### src/rtl/seg_addr_pkg.sv
package seg_addr_pkg;
  localparam int NUM_SEG = 4;

  typedef enum logic [1:0] {
    SEG_ES = 2'd0,
    SEG_CS = 2'd1,
    SEG_SS = 2'd2,
    SEG_DS = 2'd3
  } seg_id_e;

  typedef enum logic [1:0] {
    ACC_FETCH    = 2'd0,
    ACC_DATA     = 2'd1,
    ACC_STR_DST  = 2'd2,
    ACC_DATA_ALT = 2'd3
  } acc_e;

  typedef enum logic [2:0] {
    BR_G0 = 3'd0,
    BR_G1 = 3'd1,
    BR_G2 = 3'd2,
    BR_G3 = 3'd3,
    BR_SP = 3'd4,
    BR_FP = 3'd5,
    BR_SRC = 3'd6,
    BR_DST = 3'd7
  } base_e;
endpackage

### src/rtl/seg_regs.sv
module seg_regs
  import seg_addr_pkg::*;
#(
  parameter int SEG_W = 16,
  parameter int N_SEG = NUM_SEG,
  localparam int IDX_W = $clog2(N_SEG)
) (
  input  logic                        clk_i,
  input  logic                        rst_ni,
  input  logic                        we_i,
  input  logic [IDX_W-1:0]            wsel_i,
  input  logic [SEG_W-1:0]            wdata_i,
  output logic [N_SEG-1:0][SEG_W-1:0] seg_q_o
);
  for (genvar g = 0; g < N_SEG; g++) begin : g_seg
    always_ff @(posedge clk_i or negedge rst_ni) begin
      if (!rst_ni)                              seg_q_o[g] <= '0;
      else if (we_i && wsel_i == IDX_W'(g))     seg_q_o[g] <= wdata_i;
    end
  end
endmodule

### src/rtl/seg_select.sv
module seg_select
  import seg_addr_pkg::*;
(
  input  logic [1:0] access_i,
  input  logic [2:0] base_i,
  input  logic       ovr_en_i,
  input  logic [1:0] ovr_seg_i,
  output logic [1:0] sel_o
);
  acc_e  acc;
  base_e base;
  seg_id_e sel;

  assign acc  = acc_e'(access_i);
  assign base = base_e'(base_i);

  always_comb begin
    unique case (acc)
      ACC_FETCH:   sel = SEG_CS;
      ACC_STR_DST: sel = SEG_ES;  // fixed, never overridden
      default: begin
        if (ovr_en_i)                             sel = seg_id_e'(ovr_seg_i);
        else if (base == BR_SP || base == BR_FP)  sel = SEG_SS;
        else                                      sel = SEG_DS;
      end
    endcase
  end

  assign sel_o = sel;
endmodule

### src/rtl/seg_addr_sum.sv
module seg_addr_sum #(
  parameter int SEG_W = 16,
  parameter int OFF_W = 16,
  parameter int SHIFT = 4,
  localparam int ADDR_W = SEG_W + SHIFT
) (
  input  logic [SEG_W-1:0]  seg_i,
  input  logic [OFF_W-1:0]  off_i,
  output logic [ADDR_W-1:0] addr_o
);
  logic [ADDR_W-1:0] seg_ext;
  logic [ADDR_W-1:0] off_ext;

  assign seg_ext = {seg_i, {SHIFT{1'b0}}};
  assign off_ext = ADDR_W'(off_i);
  // carry beyond the top bit is dropped: wraps inside the space
  assign addr_o  = seg_ext + off_ext;
endmodule

### src/rtl/seg_addr_gen.sv
module seg_addr_gen
  import seg_addr_pkg::*;
#(
  parameter int SEG_W = 16,
  parameter int OFF_W = 16,
  parameter int SHIFT = 4,
  localparam int ADDR_W = SEG_W + SHIFT
) (
  input  logic              clk_i,
  input  logic              rst_ni,
  input  logic [1:0]        access_i,
  input  logic [2:0]        base_i,
  input  logic              ovr_en_i,
  input  logic [1:0]        ovr_seg_i,
  input  logic [OFF_W-1:0]  offset_i,
  input  logic              seg_we_i,
  input  logic [1:0]        seg_wsel_i,
  input  logic [SEG_W-1:0]  seg_wdata_i,
  output logic [ADDR_W-1:0] phys_addr_o,
  output logic [1:0]        seg_sel_o
);
  logic [NUM_SEG-1:0][SEG_W-1:0] seg_q;
  logic [1:0]                    sel;

  seg_regs #(.SEG_W(SEG_W), .N_SEG(NUM_SEG)) u_regs (
    .clk_i   (clk_i),
    .rst_ni  (rst_ni),
    .we_i    (seg_we_i),
    .wsel_i  (seg_wsel_i),
    .wdata_i (seg_wdata_i),
    .seg_q_o (seg_q)
  );

  seg_select u_sel (
    .access_i  (access_i),
    .base_i    (base_i),
    .ovr_en_i  (ovr_en_i),
    .ovr_seg_i (ovr_seg_i),
    .sel_o     (sel)
  );

  seg_addr_sum #(.SEG_W(SEG_W), .OFF_W(OFF_W), .SHIFT(SHIFT)) u_sum (
    .seg_i  (seg_q[sel]),
    .off_i  (offset_i),
    .addr_o (phys_addr_o)
  );

  assign seg_sel_o = sel;
endmodule

### config.mk
export PLATFORM = sky130hd
export DESIGN_NAME = seg_addr_gen
export DESIGN_NICKNAME = d
export VERILOG_FILES = /design/src/rtl/seg_addr_pkg.sv /design/src/rtl/seg_regs.sv /design/src/rtl/seg_select.sv /design/src/rtl/seg_addr_sum.sv /design/src/rtl/seg_addr_gen.sv
export SDC_FILE = /design/constraint.sdc
export NUM_CORES = 1
export LEC_CHECK = 0
export ABC_CLOCK_PERIOD_IN_PS = 4500
export BUFFER_PORTS_ARGS = -buffer_cell sky130_fd_sc_hd__buf_2
export CAP_MARGIN = 20
export CORE_MARGIN = 3
export CORE_UTILIZATION = 30
export CTS_CLUSTER_DIAMETER = 80
export DETAILED_ROUTE_END_ITERATION = 12
export GPL_TIMING_DRIVEN = 1
export MAX_ROUTING_LAYER = met4
export PLACE_DENSITY = 0.44
export RECOVER_POWER = 100
export REMOVE_ABC_BUFFERS = 1
export SYNTH_ARGS = -nofsm -noshare
export SYNTH_HDL_FRONTEND = slang
export SYNTH_SLANG_ARGS = --single-unit
### constraint.sdc
create_clock -name clk_i -period 4.5 [get_ports clk_i]
set_input_delay 0.675 -clock clk_i [delete_from_list [all_inputs] [get_ports clk_i]]
set_output_delay 0.675 -clock clk_i [all_outputs]
set_load 0.1 [all_outputs]
# After elaboration in Yosys (flattened, before gate mapping)
# Cells that the tools add are included.
# Widths: inputs -> output; s select.
[totals]
ff_bits = 64
in_bits = 45
out_inout_bits = 22
word_cells = 24
[op_classes]
eq_ne = 6
n_reduce_logical = 7
n_addsub = 1
muxes = 5
magnitude_cmp = 1
[op_table]
columns = ["operator", "n"]
rows = [
  ["$bmux 16 s2", 1],
  ["$add 20x16->20", 1],
  ["$mux 16", 1],
  ["$eq 2x2->1 const B", 3],
  ["$eq 3x3->1 const B", 2],
  ["$logic_and 1x1->1", 4],
  ["$logic_not 2->1", 2],
  ["$pmux 2 s2", 1],
  ["$lt 2x3->1 const B", 1],
  ["$eq 2x1->1 const B", 1],
  ["$mux 2", 1],
  ["$logic_or 1x1->1", 1],
  ["$mux 1", 1],
]

# Longest topological paths before layout
[logic_depth]
word_depth = 8
mapped_depth = 15
mapped_depth_nobuf = 14

# By module
# From an unflattened synthesis, not the netlist that was laid out.
[hier_totals]
cells_unflattened = 270
area_unflattened_um2 = 3696.0
[by_module_without_submodules]
columns = ["module", "n_inst", "cells_each", "seq_area_each_um2", "area_each_um2"]
rows = [
  ["seg_regs", 1, 136, 1601.5, 2411.1],
  ["seg_addr_sum", 1, 108, 0.0, 820.8],
  ["seg_addr_gen", 1, 20, 0.0, 424.2],
  ["seg_select", 1, 6, 0.0, 40.0],
]

# Worst setup path after synthesis
# No wires, ideal clock.
[synth_path]
path_type = "input-to-output"
startpoint = "in ovr_en_i"
endpoint = "out phys_addr_o[19]"
t_required_ns = 3.825
n_path_buf = 2
cell_stages = 14
arrival_time_ns = 5.332
path_slack_ns = -1.507
path_cell_list = "inv_1 -> o21ai_1 -> inv_2 -> buf_2 -> buf_1 -> nand2_1 -> a31oi_1 -> ha_1 -> a21o_1 -> a31o_1 -> a221o_1 -> a31o_1 -> and4bb_1 -> xor2_1"
[synth_between]
elab_chain_cells = 5
[synth_rtl]
columns = ["item", "line", "rtl"]
rows = [
  ["from (decl)", "seg_addr_gen.sv:13", "input logic ovr_en_i,"],
  ["$mux 2", "seg_select.sv:22", "if (ovr_en_i) sel = seg_id_e'(ovr_seg_i);"],
  ["$pmux 2 s2", "seg_select.sv:18", "unique case (acc)"],
  ["net seg_sel_o[1]", "seg_addr_gen.sv:20", "output logic [1:0] seg_sel_o"],
  ["$bmux 16 s2", "seg_addr_gen.sv:43", ".seg_i (seg_q[sel]),"],
  ["$mux 16 (not written as such)", "seg_addr_gen.sv:43", ""],
  ["$add 20x16->20", "seg_addr_sum.sv:17", "assign addr_o = seg_ext + off_ext;"],
  ["to (decl)", "seg_addr_gen.sv:19", "output logic [ADDR_W-1:0] phys_addr_o,"],
]
# The timed path passes the listed nets, and every way through them passes these cells. The select of a mux whose other input is x is not followed.

# Worst setup path in the final report
[layout_path]
startpoint = "in base_i[1]"
endpoint = "out phys_addr_o[10]"
[layout_between]
elab_chain_cells = 8
elab_cells_between_ends = 9
classes_between = "add/sub: 1; eq/ne: 2; mux: 5; reduce/logical: 1"
[layout_rtl]
columns = ["item", "line", "rtl"]
rows = [
  ["from (decl)", "seg_addr_gen.sv:12", "input logic [2:0] base_i,"],
  ["$eq 3x3->1", "seg_select.sv:23", "else if (base == BR_SP || base == BR_FP) sel = SEG_SS;"],
  ["$logic_or 1x1->1 *", "seg_select.sv:23", ""],
  ["$mux 1 *", "seg_select.sv:23", ""],
  ["$mux 2 *", "seg_select.sv:22", ""],
  ["$pmux 2 s2 *", "seg_select.sv:18", ""],
  ["$bmux 16 s2 *", "seg_addr_gen.sv:43", ""],
  ["$mux 16 (not written as such) *", "seg_addr_gen.sv:43", ""],
  ["$add 20x16->20 *", "seg_addr_sum.sv:17", ""],
]
# Every way passes the cells marked *; elsewhere a longest branch is shown, timed or not. The select of a mux whose other input is x is not followed.

==> results_dict.tcl <==
set metrics [dict create \
    status "finished with violations" \
    violations "max-capacitance violations, max-slew violations" \
    p_total_mw 2.83 \
    dp.cells 542 \
    synth_area_per_cell_um2 10.8 \
    met3_usage_pct 2.84 \
    cp-end-kind "output port" \
    start_util_pct 31.0 \
    power_leakage_nw 2.19 \
    synthAdderAreaFrac_pct 5.10 \
    cp.arrival_ns 3.72 \
    clkSlewWorstSetupHoldPaths_ns 0.05 \
    drt-initial-drc-count 82 \
    overflow 0 \
    gp_congestion 0.706 \
    layout_commonest_cell "nand2_1" \
    io_buffer_count 57 \
    crit_path_end "phys_addr_o[10]" \
    period_share_pct 97.6 \
    rsz0062_at_grt "false" \
    met2_usage_pct 22.5 \
    relSlewSlack_pct -3.93 \
    regMostFlops "u_regs.seg_q_o" \
    setup_violations 0 \
    finalMaxSlewViolations 29 \
    insertion_delay_ns 0.33 \
    cts_tree "done" \
    synth_ff_type "dfrtp_1" \
    crit_type "input pin to output port" \
    r2r_start "u_regs.seg_q_o[61]$_DFFE_PN0P_" \
    die_height_um 115 \
    setup_tns_ns 0 \
    synth_top_family_by_area "multiplexers" \
    crit_path_start_kind "input pin" \
    first_pass_iters 4 \
    synth-seq-cells 64 \
    synth_compound_area_share_pct 9.39 \
    hold_path_class "input pin to async pin" \
    fillers 1147 \
    postSynthCellCount 331 \
    drt_wl_total_um 8860 \
    n_antenna_cell 0 \
    busiest_layer "met2" \
    coreArea_mm2 0.0116 \
    largest_reg_flops 64 \
    numClockSinks 64 \
    hold_buffers 0 \
    async_flop_share_pct 100 \
    fin_nets 476 \
    antenna_found_initial 0 \
    layout_common_cells "nand2_1 (68), mux2_2 (64), dfrtp_1 (64)" \
    pin_count 67 \
    grt_util_all_layers_pct 14.5 \
    wire_per_inst_um 15.7 \
    synth_mux_area_share_pct 21.7 \
    cts_max_path_buffers 2 \
    switching_share_pct 39.4 \
    die_w_um 115 \
    fin_skew_ns 0 \
    synthXorXnorAreaFrac_pct 3.18 \
    switching_power_mw 1.12 \
    grt_max_degree 46 \
    holdWs_ns 0.471 \
    cp-startpoint "base_i[1]" \
    p_comb_share_pct 43.7 \
    p_per_area_mw_per_mm2 588 \
    peakVddDrop_mv 0.328 \
    crit_required_ns 3.83 \
    dieArea_mm2 0.0133 \
    vias 2779 \
    synth_edf_count 0 \
    rows 39 \
    yosysWarnings 0 \
    syn-cell-area_mm2 0.00358 \
    fin_crit_ns 4.39 \
    finalNonFillerCells 565 \
    synth-seq-area-share_pct 44.7 \
    htreeDepth 3 \
    yosys.area.top_type "dfrtp_1" \
    hpwl_um 6160 \
    max_freq_ghz 0.228 \
    synthTopCellsByArea "dfrtp_1 (45%), mux2_2 (20%), nand2_1 (7.1%)" \
    drc 0 \
    ant_nets 0 \
    p_int_mw 1.72 \
    crit_fanout 3 \
    synth-simple-area-share_pct 13.3 \
    r2r_slack_ns 3.71 \
    reg2reg_to "u_regs.seg_q_o[61]$_DFFE_PN0P_" \
    area_growth_pct 34.3 \
    synth_cell_types 42 \
    top_regs "u_regs.seg_q_o: 64 flops" \
    tightest_slew_ns 1.56 \
    met1_usage_pct 18.6 \
    root_buffer "clkbuf_16" \
    utilization_pct 41.6 \
    grt_pass1_wl_um 14200 \
    cap_viol_max_count 1 \
    pwr-share-clk_pct 30.2 \
    grt_pass1_vias 2823 \
    drive_gt1_share_pct 45.5 \
    synth_top_area_share_pct 44.7 \
    cts_made_buffers 9 \
    finalHoldViolCount 0 \
    r2r_cells 1 \
    seq_power_share_pct 26.1 \
    via_per_inst 4.92 \
]
cell usage after synthesis (2+ instances only):
library cell	number
a21o_1	6
a31o_1	2
a21oi_1	9
a31oi_1	14
xnor2_1	6
o21bai_1	4
nand3_1	2
nand3b_1	2
mux2_2	64
o21a_1	3
o21ai_0	4
buf_2	4
inv_1	2
nand2b_1	2
mux2i_1	2
dfrtp_1	64
a211oi_1	2
nand2_1	68
inv_2	2
nor2_1	6
clkbuf_1	6
buf_4	4
ha_1	13
buf_1	2
xor2_1	7
and3_1	15
per-stage QoR:
step / setup slack [ns] / cell area, um2
global placement: -0.243 / 4390
finish: 0.108 / 4810
global route: 0.00447 / 4810
CTS: 0.00155 / 4790
detailed placement: -0.220 / 4390
floorplan: -2.10 / 3500
power groups by stage:
stage	sequential (mW)	combinational (mW)	clock, mW
3_5_place_dp	0.749	1.31	0
6_report	0.739	1.24	0.856
3_3_place_gp	0.746	1.30	0
2_1_floorplan	0.734	0.890	0
5_1_grt	0.753	1.31	0.902
4_1_cts	0.739	1.33	0.876
timing repair:
| item | in CTS | in global routing |
|---|---|---|
| buffers inserted | 0 | 6 |
| hold endpoints to repair | 0 | 0 |
| pin swaps | 1 | 13 |
| setup endpoints to repair | 3 | 7 |
| resized for setup | 7 | 23 |
final cells by class:
class,count,area (um2),share of cell area [%]
multi-input combinational,247,2000,41.6
sequential,64,1600,33.3
timing repair buffer,91,643,13.4
clock buffer,10,239,4.96
tap,143,179,3.72
clock inverter,6,130,2.70
inverter,4,17.5,0.364
how the worst min path moves through the flow:
stage	to	slack (ns)
6_report	u_regs.seg_q_o[42]$_DFFE_PN0P_	0.47
5_1_grt	u_regs.seg_q_o[62]$_DFFE_PN0P_	0.51
4_1_cts	u_regs.seg_q_o[57]$_DFFE_PN0P_	0.50
3_5_place_dp	u_regs.seg_q_o[62]$_DFFE_PN0P_	0.49
3_3_place_gp	u_regs.seg_q_o[36]$_DFFE_PN0P_	0.49
2_1_floorplan	u_regs.seg_q_o[0]$_DFFE_PN0P_	0.38
critical path, stage by stage:
cell	delay (ns)
buf_2	0.10
or3b_4	0.40
a31oi_4	0.23
and3_4	0.23
a31oi_2	0.05
ha_2	0.23
fa_2	0.40
a211oi_2	0.30
buf_4	0.16
buf_4	0.09
o21bai_1	0.07
a21oi_1	0.18
xnor2_1	0.13
clkbuf_2	0.48
kinds of logic after synthesis:
| kind of cell | after synthesis |
|---|---|
| DFF | 64 |
| buffers and inverters | 20 |
| adders and majority gates | 14 |
| muxes | 68 |
| and+or+nand+nor | 103 |
| xor gates and xnor gates | 13 |
| AOI/OAI and AO/OA | 49 |
per-layer routing:
metal  part of all wire, %  up-vias  wire length (um)
li1                      -     1352                 -
met1                    49     1358              4340
met2                    46       57              4030
met3                   3.7       12               327
met4                   1.8        0               163
met5                     0        -                 0
Power figures use the tool's default switching activity.
